--- config.mk ---
export PLATFORM = sky130hd
export DESIGN_NAME = zs_hit_finder
export DESIGN_NICKNAME = d
export VERILOG_FILES = /design/src/rtl/hf_pkg.sv /design/src/rtl/hf_cds.sv /design/src/rtl/hf_nbr.sv /design/src/rtl/hf_fifo.sv /design/src/rtl/hf_ser.sv /design/src/rtl/zs_hit_finder.sv
export SDC_FILE = /design/constraint.sdc
export NUM_CORES = 1
export LEC_CHECK = 0
export BUFFER_PORTS_ARGS = -buffer_cell sky130_fd_sc_hd__buf_2
export CAP_MARGIN = 20
export CORE_MARGIN = 2
export CORE_UTILIZATION = 40
export CTS_CLUSTER_DIAMETER = 100
export DETAILED_ROUTE_END_ITERATION = 8
export SETUP_SLACK_MARGIN = 0.15
export SYNTH_ARGS = -nofsm -noshare
export SYNTH_HDL_FRONTEND = slang
export SYNTH_SLANG_ARGS = --single-unit
--- constraint.sdc ---
create_clock -name clk -period 4.6 [get_ports clk]
set_input_delay 0.46 -clock clk [delete_from_list [all_inputs] [get_ports clk]]
set_output_delay 0.46 -clock clk [all_outputs]
set_load 0.01 [all_outputs]
--- src/rtl/hf_pkg.sv ---
package hf_pkg;
  typedef enum logic [1:0] {
    SER_IDLE  = 2'd0,
    SER_FETCH = 2'd1,
    SER_SHIFT = 2'd2
  } ser_state_e;
endpackage

--- src/rtl/hf_cds.sv ---
// Stage 1: channel counting, correlated difference, clamp and compare.
module hf_cds #(
  parameter int NUM_CH   = 128,
  parameter int SAMPLE_W = 12,
  parameter int ROW_W    = 8,
  parameter int CH_W     = 7
) (
  input  logic                clk,
  input  logic                rst,
  input  logic                row_start,
  input  logic [ROW_W-1:0]    row_idx,
  input  logic                samp_valid,
  input  logic [SAMPLE_W-1:0] samp_sig,
  input  logic [SAMPLE_W-1:0] samp_ped,
  input  logic [SAMPLE_W-1:0] threshold,
  output logic                s1_vld,
  output logic [CH_W-1:0]     s1_ch,
  output logic [ROW_W-1:0]    s1_row,
  output logic [SAMPLE_W-1:0] s1_val,
  output logic                s1_hit,
  output logic                s1_last
);
  localparam logic [CH_W-1:0] LAST_CH = CH_W'(NUM_CH - 1);

  logic [CH_W-1:0]     ch_cnt;
  logic                row_done;
  logic [ROW_W-1:0]    row_q;
  logic signed [SAMPLE_W:0] diff;
  logic [SAMPLE_W-1:0] val;
  logic                accept;

  // one extra bit holds the sign of the difference
  assign diff   = $signed({1'b0, samp_sig}) - $signed({1'b0, samp_ped});
  assign val    = diff[SAMPLE_W] ? '0 : diff[SAMPLE_W-1:0];
  assign accept = samp_valid && !row_done && !row_start;

  always_ff @(posedge clk) begin
    if (rst) begin
      ch_cnt   <= '0;
      row_done <= 1'b0;
      row_q    <= '0;
      s1_vld   <= 1'b0;
    end else begin
      s1_vld <= accept;
      if (row_start) begin
        ch_cnt   <= '0;
        row_done <= 1'b0;
        row_q    <= row_idx;
      end else if (accept) begin
        if (ch_cnt == LAST_CH) row_done <= 1'b1;
        else                   ch_cnt   <= ch_cnt + 1'b1;
      end
    end
  end

  always_ff @(posedge clk) begin
    s1_ch   <= ch_cnt;
    s1_row  <= row_q;
    s1_val  <= val;
    s1_hit  <= (val > threshold);
    s1_last <= (ch_cnt == LAST_CH);
  end

  // a flagged hit always lies strictly above the threshold it met
  a_r2_hit_above: assert property (@(posedge clk) disable iff (rst)
    (s1_vld && s1_hit) |-> (s1_val > $past(threshold)));

  // samples after the last channel of a row are not accepted
  a_r7_extra_ignored: assert property (@(posedge clk) disable iff (rst)
    (row_done && samp_valid && !row_start) |=> !s1_vld);
endmodule

--- src/rtl/hf_nbr.sv ---
// Stage 2: three-channel window that decides which channels to keep.
module hf_nbr #(
  parameter int SAMPLE_W = 12,
  parameter int ROW_W    = 8,
  parameter int CH_W     = 7,
  parameter int ENTRY_W  = ROW_W + CH_W + SAMPLE_W
) (
  input  logic                clk,
  input  logic                rst,
  input  logic                row_start,
  input  logic                nbr_en,
  input  logic                s1_vld,
  input  logic [CH_W-1:0]     s1_ch,
  input  logic [ROW_W-1:0]    s1_row,
  input  logic [SAMPLE_W-1:0] s1_val,
  input  logic                s1_hit,
  input  logic                s1_last,
  output logic                wr_vld,
  output logic [ENTRY_W-1:0]  wr_data
);
  logic                p_vld, p_hit, pp_hit, flush;
  logic [CH_W-1:0]     p_ch;
  logic [ROW_W-1:0]    p_row;
  logic [SAMPLE_W-1:0] p_val;
  logic                next_hit, decide, keep;

  // Channel p is decided once the channel above it arrives,
  // or in the flush cycle after the last channel of a row.
  assign next_hit = s1_vld && s1_hit;
  assign decide   = (s1_vld || flush) && p_vld;
  assign keep     = p_hit || (nbr_en && (pp_hit || next_hit));

  always_ff @(posedge clk) begin
    if (rst) begin
      p_vld  <= 1'b0;
      pp_hit <= 1'b0;
      flush  <= 1'b0;
      wr_vld <= 1'b0;
    end else begin
      wr_vld <= decide && keep;
      flush  <= s1_vld && s1_last;
      if (row_start) begin
        p_vld  <= 1'b0;
        pp_hit <= 1'b0;
      end else if (s1_vld) begin
        p_vld  <= 1'b1;
        pp_hit <= p_vld && p_hit;
      end else if (flush) begin
        p_vld  <= 1'b0;
        pp_hit <= 1'b0;
      end
    end
  end

  always_ff @(posedge clk) begin
    if (s1_vld) begin
      p_ch  <= s1_ch;
      p_row <= s1_row;
      p_val <= s1_val;
      p_hit <= s1_hit;
    end
    wr_data <= {p_row, p_ch, p_val};
  end

  // Checker state: last channel written in this row
  logic            have_last;
  logic [CH_W-1:0] last_ch;
  always_ff @(posedge clk) begin
    if (rst || row_start) begin
      have_last <= 1'b0;
      last_ch   <= '0;
    end else if (wr_vld) begin
      have_last <= 1'b1;
      last_ch   <= wr_data[SAMPLE_W +: CH_W];
    end
  end

  // strictly ascending channels within a row, so no duplicates
  a_r5_ascending: assert property (@(posedge clk) disable iff (rst)
    (wr_vld && have_last) |-> (wr_data[SAMPLE_W +: CH_W] > last_ch));
endmodule

--- src/rtl/hf_fifo.sv ---
// Hit buffer: synchronous write, registered read, suited to block RAM.
// DEPTH must be a power of two so the pointers wrap naturally.
module hf_fifo #(
  parameter int W     = 27,
  parameter int DEPTH = 16,
  localparam int AW   = $clog2(DEPTH)
) (
  input  logic         clk,
  input  logic         rst,
  input  logic         wr_en,
  input  logic [W-1:0] wr_data,
  input  logic         rd_en,
  output logic [W-1:0] rd_data,
  output logic         empty,
  output logic         drop
);
  logic [W-1:0]  mem [DEPTH];
  logic [AW-1:0] wptr, rptr;
  logic [AW:0]   count;
  logic          full, do_wr, do_rd;

  assign full  = (count == (AW+1)'(DEPTH));
  assign empty = (count == '0);
  assign do_wr = wr_en && !full;
  assign do_rd = rd_en && !empty;
  assign drop  = wr_en && full;

  always_ff @(posedge clk) begin
    if (do_wr) mem[wptr] <= wr_data;
    if (do_rd) rd_data   <= mem[rptr];
  end

  always_ff @(posedge clk) begin
    if (rst) begin
      wptr  <= '0;
      rptr  <= '0;
      count <= '0;
    end else begin
      if (do_wr) wptr <= wptr + 1'b1;
      if (do_rd) rptr <= rptr + 1'b1;
      case ({do_wr, do_rd})
        2'b10:   count <= count + 1'b1;
        2'b01:   count <= count - 1'b1;
        default: count <= count;
      endcase
    end
  end

  // a write into a full buffer does not enter it
  a_r8_full_blocks: assert property (@(posedge clk) disable iff (rst)
    (full && wr_en && !do_rd) |=> full);
endmodule

--- src/rtl/hf_ser.sv ---
// Serial framer: pops one entry, then shifts it out MSB first.
module hf_ser
  import hf_pkg::*;
#(
  parameter int W    = 27,
  localparam int BCW = $clog2(W)
) (
  input  logic         clk,
  input  logic         rst,
  input  logic [W-1:0] rd_data,
  input  logic         empty,
  output logic         rd_en,
  output logic         ser_data,
  output logic         ser_frame
);
  ser_state_e     state;
  logic [W-1:0]   shreg;
  logic [BCW-1:0] bitcnt;

  assign rd_en    = (state == SER_IDLE) && !empty;
  assign ser_data = shreg[W-1];

  always_ff @(posedge clk) begin
    if (rst) begin
      state     <= SER_IDLE;
      shreg     <= '0;
      bitcnt    <= '0;
      ser_frame <= 1'b0;
    end else begin
      case (state)
        SER_IDLE: begin
          ser_frame <= 1'b0;
          if (!empty) state <= SER_FETCH;
        end
        SER_FETCH: begin
          shreg     <= rd_data;
          bitcnt    <= BCW'(W - 1);
          ser_frame <= 1'b1;
          state     <= SER_SHIFT;
        end
        SER_SHIFT: begin
          if (bitcnt == '0) begin
            ser_frame <= 1'b0;
            state     <= SER_IDLE;
          end else begin
            shreg  <= shreg << 1;
            bitcnt <= bitcnt - 1'b1;
          end
        end
        default: state <= SER_IDLE;
      endcase
    end
  end

  // at least two idle cycles separate frames
  a_r6_gap: assert property (@(posedge clk) disable iff (rst)
    $fell(ser_frame) |=> !ser_frame);
endmodule

--- src/rtl/zs_hit_finder.sv ---
module zs_hit_finder #(
  parameter int NUM_CH     = 128,
  parameter int SAMPLE_W   = 12,
  parameter int ROW_W      = 8,
  parameter int FIFO_DEPTH = 16,
  localparam int CH_W      = $clog2(NUM_CH),
  localparam int ENTRY_W   = ROW_W + CH_W + SAMPLE_W
) (
  input  logic                clk,
  input  logic                rst,
  input  logic                row_start,
  input  logic [ROW_W-1:0]    row_idx,
  input  logic                samp_valid,
  input  logic [SAMPLE_W-1:0] samp_sig,
  input  logic [SAMPLE_W-1:0] samp_ped,
  input  logic [SAMPLE_W-1:0] threshold,
  input  logic                nbr_en,
  output logic                ser_data,
  output logic                ser_frame,
  output logic                overflow
);
  logic                s1_vld, s1_hit, s1_last;
  logic [CH_W-1:0]     s1_ch;
  logic [ROW_W-1:0]    s1_row;
  logic [SAMPLE_W-1:0] s1_val;
  logic                wr_vld, rd_en, empty, drop;
  logic [ENTRY_W-1:0]  wr_data, rd_data;

  hf_cds #(.NUM_CH(NUM_CH), .SAMPLE_W(SAMPLE_W), .ROW_W(ROW_W), .CH_W(CH_W)) u_cds (
    .clk(clk), .rst(rst), .row_start(row_start), .row_idx(row_idx),
    .samp_valid(samp_valid), .samp_sig(samp_sig), .samp_ped(samp_ped),
    .threshold(threshold), .s1_vld(s1_vld), .s1_ch(s1_ch), .s1_row(s1_row),
    .s1_val(s1_val), .s1_hit(s1_hit), .s1_last(s1_last));

  hf_nbr #(.SAMPLE_W(SAMPLE_W), .ROW_W(ROW_W), .CH_W(CH_W), .ENTRY_W(ENTRY_W)) u_nbr (
    .clk(clk), .rst(rst), .row_start(row_start), .nbr_en(nbr_en),
    .s1_vld(s1_vld), .s1_ch(s1_ch), .s1_row(s1_row), .s1_val(s1_val),
    .s1_hit(s1_hit), .s1_last(s1_last), .wr_vld(wr_vld), .wr_data(wr_data));

  hf_fifo #(.W(ENTRY_W), .DEPTH(FIFO_DEPTH)) u_fifo (
    .clk(clk), .rst(rst), .wr_en(wr_vld), .wr_data(wr_data), .rd_en(rd_en),
    .rd_data(rd_data), .empty(empty), .drop(drop));

  hf_ser #(.W(ENTRY_W)) u_ser (
    .clk(clk), .rst(rst), .rd_data(rd_data), .empty(empty), .rd_en(rd_en),
    .ser_data(ser_data), .ser_frame(ser_frame));

  always_ff @(posedge clk) begin
    if (rst || row_start) overflow <= 1'b0;
    else if (drop)        overflow <= 1'b1;
  end

  // the flag holds within a row and clears at a row start
  a_r8_ovf_hold: assert property (@(posedge clk) disable iff (rst)
    (overflow && !row_start) |=> overflow);
  a_r8_ovf_clear: assert property (@(posedge clk) disable iff (rst)
    row_start |=> !overflow);
endmodule

Yosys cells after proc, flatten, opt, wreduce, memory -nomap -nowiden
Memories as Yosys holds them, arrays and structs flattened. A register that Yosys moved wholly into a read port is not among the register bits.
Cells that the tools add are included.
W data, S select, Z words.

operators by class
  bitwise operators = 1
  eq/ne operators = 9
  reductions and logical operators = 33
  $lt $le $gt $ge = 1
  multiplexer cells = 16
  add/subtract/negate cells = 7

operators by type and width
  cell                   count
  $pmux W27 S2           1
  $mux W27               1
  $pmux W5 S2            2
  $sub A12 B12 Y13       1
  $gt A12 B12 Y1         1
  $logic_and A1 B1 Y1    12
  $mux W12               1
  $logic_not A5 Y1       2
  $reduce_and A2 Y1      5
  $sub A5 B1 Y5 const B  2
  $add A4 B1 Y4 const B  2
  $add A7 B1 Y7 const B  1
  $eq A7 B7 Y1 const B   1
  $mux W1                6
  $pmux W2 S3            1
  $reduce_bool A2 Y1     3
  $add A5 B1 Y5 const B  1
  $eq A5 B5 Y1 const B   1
  $mux W5                1
  $eq A2 B1 Y1 const B   2
  $eq A2 B2 Y1 const B   2
  $logic_not A1 Y1       4
  $logic_or A1 B1 Y1     4
  $mux W2                2
  other kinds (7)        8

word-level totals
  logic and storage cells = 94
  flip-flop bits (word level) = 154
  bits of input ports = 49
  output and inout port bits = 3
  bits in writable memories = 432
  memories = 1

memories
  memory      depth  width  read ports  clocked after Yosys merged registers in  write ports  RTL line       RTL
  u_fifo.mem  16     27     1           1                                        1            hf_fifo.sv:17  logic [W-1:0] mem [DEPTH];

Depth between registers and ports, before layout
  depth after elaboration = 6
  depth in mapped cells = 15
  gate-level depth less buffers = 14

Cells and area by module
From an unflattened synthesis, not the netlist that was laid out.

second synthesis, totals
  cells, all modules = 1305
  area total of the unflattened synthesis = 23288.6 um2

modules (own cells, without submodules)
  module         cells an instance  sequential area each (um2)  times used  area each (um2)
  hf_fifo        800                14043.5                     1           17824.6
  hf_cds         230                920.9                       1           2228.4
  hf_ser         200                700.7                       1           1661.6
  hf_nbr         72                 1461.4                      1           1540.2
  zs_hit_finder  3                  20.0                        1           33.8

Worst setup path after synthesis
No wires, ideal clock.

  path type = register to register
  from = register u_fifo.count[0]
  to = register u_fifo.count[4]
  path buffers = 0
  data required time = 4479 ps
  stages on the path, launching flop included = 11
  clock period less this slack = 3791 ps
  slack = 809 ps
  setup time = 121 ps
  arrival time = 3671 ps
  path through = dfxtp_1 nor4_2 a211oi_2 ha_1 inv_1 fa_1 nor2b_1 o21ai_0 nand3_1 or3b_1 mux2_2

on the way
  word-level cells in the longest chain between the ends = 6
  elaborated cells on any way between the ends = 13
  those cells by class = add/sub: 2; eq/ne: 3; mux: 1; reduce/logical: 7

RTL lines
  item                                                      RTL line                     RTL
  start, declared                                           hf_fifo.sv:19                logic [AW:0] count;
  start signal, assigned                                    hf_fifo.sv:42                2'b10: count <= count + 1'b1;
  start signal, assigned                                    hf_fifo.sv:43                2'b01: count <= count - 1'b1;
  start signal, assigned                                    hf_fifo.sv:44                default: count <= count;
  $logic_not A5 Y1 *                                        hf_fifo.sv:23                assign empty = (count == '0);
  $logic_not A1 Y1 *                                        hf_fifo.sv:25, hf_ser.sv:20
  $logic_and A1 B1 Y1                                       hf_ser.sv:20                 assign rd_en = (state == SER_IDLE) && !empty;
  $logic_and A1 B1 Y1 *                                     hf_fifo.sv:25                assign do_rd = rd_en && !empty;
  named net u_fifo.do_rd                                    hf_fifo.sv:20                logic full, do_wr, do_rd;
  $eq A2 B1 Y1 / $eq A2 B2 Y1 (equally long branches)       hf_fifo.sv:41                case ({do_wr, do_rd})
  $pmux W5 S2 / $reduce_bool A2 Y1 (equally long branches)  --

Mark *: on every way through the listed nets, which the timed path passes. The rest lies on a longest branch.
A chain may end at the register's enable or synchronous reset.

Worst setup path in the final report
  from = register u_fifo.count[0]
  to = register u_fifo.count[4]

on the way
  word-level cells in the longest chain between the ends = 6
  elaborated cells on any way between the ends = 13
  those cells by class = add/sub: 2; eq/ne: 3; mux: 1; reduce/logical: 7

RTL lines
  item                                                      RTL line
  $logic_not A5 Y1                                          hf_fifo.sv:23
  $logic_not A1 Y1                                          hf_fifo.sv:25, hf_ser.sv:20
  $logic_and A1 B1 Y1                                       hf_ser.sv:20
  $logic_and A1 B1 Y1                                       hf_fifo.sv:25
  $eq A2 B1 Y1 / $eq A2 B2 Y1 (equally long branches)       hf_fifo.sv:41
  $pmux W5 S2 / $reduce_bool A2 Y1 (equally long branches)  --

Parallel ways exist; a longest one is shown, timed or not.

==> results.py <==
metrics = {
    "route": {
        "met3_length_um": 2170,
        "drtPass1Iterations": 4,
        "drtIter0Drc": 1048,
        "vias_per_cell": 5.31,
        "drc": 0,
        "top_layer_used": "met4",
        "ant_nets": 0,
        "vias": 12300,
        "wl_per_cell_um": 22.3,
        "drt_wl_total_um": 51800,
        "drt-met1-wl_um": 21600,
        "wl_met2_um": 26700,
    },
    "sta": {
        "clock_skew_ns": 0.0234,
        "rsz0062_at_grt": "false",
        "slew_viol_final": 0,
        "fin_tns_setup_ns": 0,
        "final_hold_viol_count": 0,
        "setup_violations": 0,
        "slew_headroom_pct": 27.0,
        "fmax_mhz": 321,
        "fin_crit_ns": 3.11,
        "fin_crit_sh_pct": 67.6,
        "tightest_slew_ns": 1.09,
    },
    "worst_setup_path": {
        "rrSetupSlack_ns": 1.49,
        "reg2reg_depth": 11,
        "critPathMaxFanout": 9,
        "cp-start-kind": "register",
        "endpoint_kind": "register",
        "crit_type": "reg2reg",
        "cp.arrival_ns": 3.61,
        "crit_required_ns": 5.10,
    },
    "power_and_ir_drop": {
        "power_frac_comb_pct": 16.2,
        "swShare_pct": 25.8,
        "seqPwrFrac_pct": 47.9,
        "switchingPower_w": 0.00361,
        "leakage_nw": 8.95,
        "internal_power_w": 0.0104,
        "pwr-share-clk_pct": 35.9,
        "ir_worst_vdd_mv": 0.284,
        "power_density_mw_per_mm2": 524,
    },
    "layout": {
        "final_cells": 2321,
        "area_growth_pct": 14.3,
        "drive_gt1_share_pct": 19.1,
        "diodes": 0,
        "nets": 1593,
    },
    "floorplanning": {
        "pin_count": 52,
        "fp.dieW_um": 246,
        "start_util_pct": 40.5,
        "die_h_um": 246,
        "dieArea_mm2": 0.0604,
        "fp.coreArea_mm2": 0.0578,
        "row_count": 88,
    },
    "place": {
        "hpwl_um": 28600,
        "dp_cells": 2209,
        "port_buffers": 51,
        "gp_congestion": 0.777,
    },
    "yosys": {
        "netlist_instances": 1433,
        "synth_area_mm2": 0.0234,
        "synth-seq-cells": 613,
        "ys_seq_area_share_pct": 73.3,
        "synth_top_area_cell": "edfxtp_1",
        "synthDominantCellAreaShare_pct": 62.5,
        "async_reset_ff_share_pct": 0,
        "avgSynthCellArea_um2": 16.3,
        "yosysWarnings": 0,
        "synth-main-ff-cell": "edfxtp_1",
        "synth_top_cells_by_area": "edfxtp_1 (63%), dfxtp_1 (11%), mux4_2 (5.2%)",
        "syn_nets": 1520,
        "synth.distinct_cells": 57,
        "synth-edff-count": 487,
    },
    "cts": {
        "ctsHoldBuffers": 0,
        "clock-root-buffer": "clkbuf_16",
        "clk-insertion-delay-late_ns": 0.63,
        "cts_tree": "yes",
        "clockBufferDepth": 3,
        "clock_sinks": 613,
        "clk_pin_slew_ns": 0.06,
        "post_cts_buffers": 0,
        "htreeDepth": 2,
        "cts_made_buffers": 60,
        "postCtsResizedCells": 0,
    },
    "grt": {
        "grt_max_degree": 56,
        "gr-total-overflow": 0,
        "antenna_found_initial": 0,
        "grt_pass1_wl_um": 77700,
        "grt_pass1_vias": 12500,
        "track_usage_pct": 17.3,
    },
    "flow_run": {
        "cap_violations": 0,
    },
    "status": {
        "status": "finished, final reports clean",
    },
    "worst_hold_path": {
        "hold_path_class": "in2reg",
        "min_delay_path_depth": 3,
    },
}
routing by layer:
metal,vias up,track usage [%]
li1,5667,-
met1,6293,21.6
met2,278,31.0
met3,88,2.44
met4,0,5.76
met5,-,0
synthesized netlist by cell type (all sizes together), types with 3 or more instances:
master and number:
a21o 4, a21oi 62, a221oi 27, a22oi 27, a311oi 28, a31oi 4, and3 3, buf 36
clkbuf 34, dfxtp 126, edfxtp 487, ha 36, inv 39, mux2 29, mux2i 93, mux4 54
nand2 100, nand2b 10, nand3 8, nand4 5, nor2 91, nor2b 8, nor3 8, nor3b 3
nor4b 3, o211ai 4, o21ai 57, or2 3, xnor2 7, xor2 14
critical path, stage by stage (launching register included):
cell	delay, ns
dfxtp_1	0.35
nor4_2	0.58
a21boi_2	0.25
inv_1	0.10
ha_1	0.22
inv_1	0.10
fa_1	0.39
nor2b_1	0.16
o21ai_0	0.12
nand3_1	0.09
or3b_1	0.36
mux2_2	0.28
layout by cell type, fill, tap and decap left out, drive strengths merged, types with 3 or more instances in the layout:
master / n
a21o: 4
a21oi: 62
a221oi: 27
a22oi: 27
a311oi: 28
a31oi: 4
and3: 3
buf: 81
bufinv: 5
clkbuf: 86
clkinv: 17
dfxtp: 126
edfxtp: 487
ha: 36
inv: 41
mux2: 29
mux2i: 93
mux4: 54
nand2: 100
nand2b: 10
nand3: 8
nand4: 5
nor2: 91
nor2b: 8
nor3: 8
nor3b: 3
nor4b: 3
o211ai: 4
o21ai: 57
or2: 3
xnor2: 7
xor2: 14
flip-flops by register name (all words and copies together), names as in the netlist, 5 cells and up:
| signal | cells |
|---|---|
| u_cds.ch_cnt | 7 |
| u_cds.row_q | 8 |
| u_cds.s1_ch | 7 |
| u_cds.s1_row | 8 |
| u_cds.s1_val | 12 |
| u_fifo.count | 5 |
| u_fifo.mem | 432 |
| u_fifo.rd_data | 27 |
| u_nbr.p_ch | 7 |
| u_nbr.p_row | 8 |
| u_nbr.p_val | 12 |
| u_nbr.wr_data | 27 |
| u_ser.bitcnt | 5 |
| u_ser.shreg | 27 |
power groups by stage:
stage / registers (W) / clock network, W / logic (W)
6_report: 0.00670 / 0.00503 / 0.00227
5_1_grt: 0.00675 / 0.00534 / 0.00250
4_1_cts: 0.00671 / 0.00513 / 0.00230
3_5_place_dp: 0.00682 / 0 / 0.00229
3_3_place_gp: 0.00681 / 0 / 0.00226
2_1_floorplan: 0.00663 / 0 / 0.00186
path summary, 6_finish.rpt:
check	start	endpoint
min reg2reg	u_nbr.p_row[1]	u_nbr.wr_data[20]
max reg2reg	u_fifo.count[0]	u_fifo.count[4]
max	u_fifo.count[0]	u_fifo.count[4]
min	row_idx[0]	u_cds.row_q[0]
kinds of logic (layout without fill, tap and decap cells):
kind of cell / after synthesis / count (layout) / share of synthesized area, %
XOR/XNOR: 21 / 21 / 0.786
AND/OR/NAND/NOR: 252 / 252 / 4.80
AO/OA/AOI/OAI: 224 / 224 / 6.34
adder cells (fa/ha/maj): 38 / 38 / 2.10
flip-flops: 613 / 613 / 73.3
buffers and inverters: 109 / 232 / 2.12
multiplexers: 176 / 176 / 10.6
stage by stage:
stage / hold WS [ns] / worst slack, ns / utilization, % / power (W) / cell area, um2
final: 0.0712 / 1.49 / 46.3 / 0.0140 / 26700
after global placement: 0.326 / 1.05 / 42.7 / 0.00907 / 24700
after global routing: 0.0820 / 1.26 / 46.3 / 0.0146 / 26700
after CTS: 0.0427 / 1.49 / 46.3 / 0.0141 / 26700
after floorplan: 0.323 / 0.809 / - / 0.00849 / 23400
after detailed placement: 0.328 / 0.917 / 42.7 / 0.00912 / 24700
area by class of cell:
class                           count  area, um2
Clock buffer                       86       1780
Clock inverter                     26        275
Fill cell                        4933      31100
Inverter                           39        146
Multi-Input combinational cell    711       5890
Sequential cell                   613      17200
Tap cell                          765        957
Timing Repair Buffer               81        531
(Power assumes the default switching activity.)
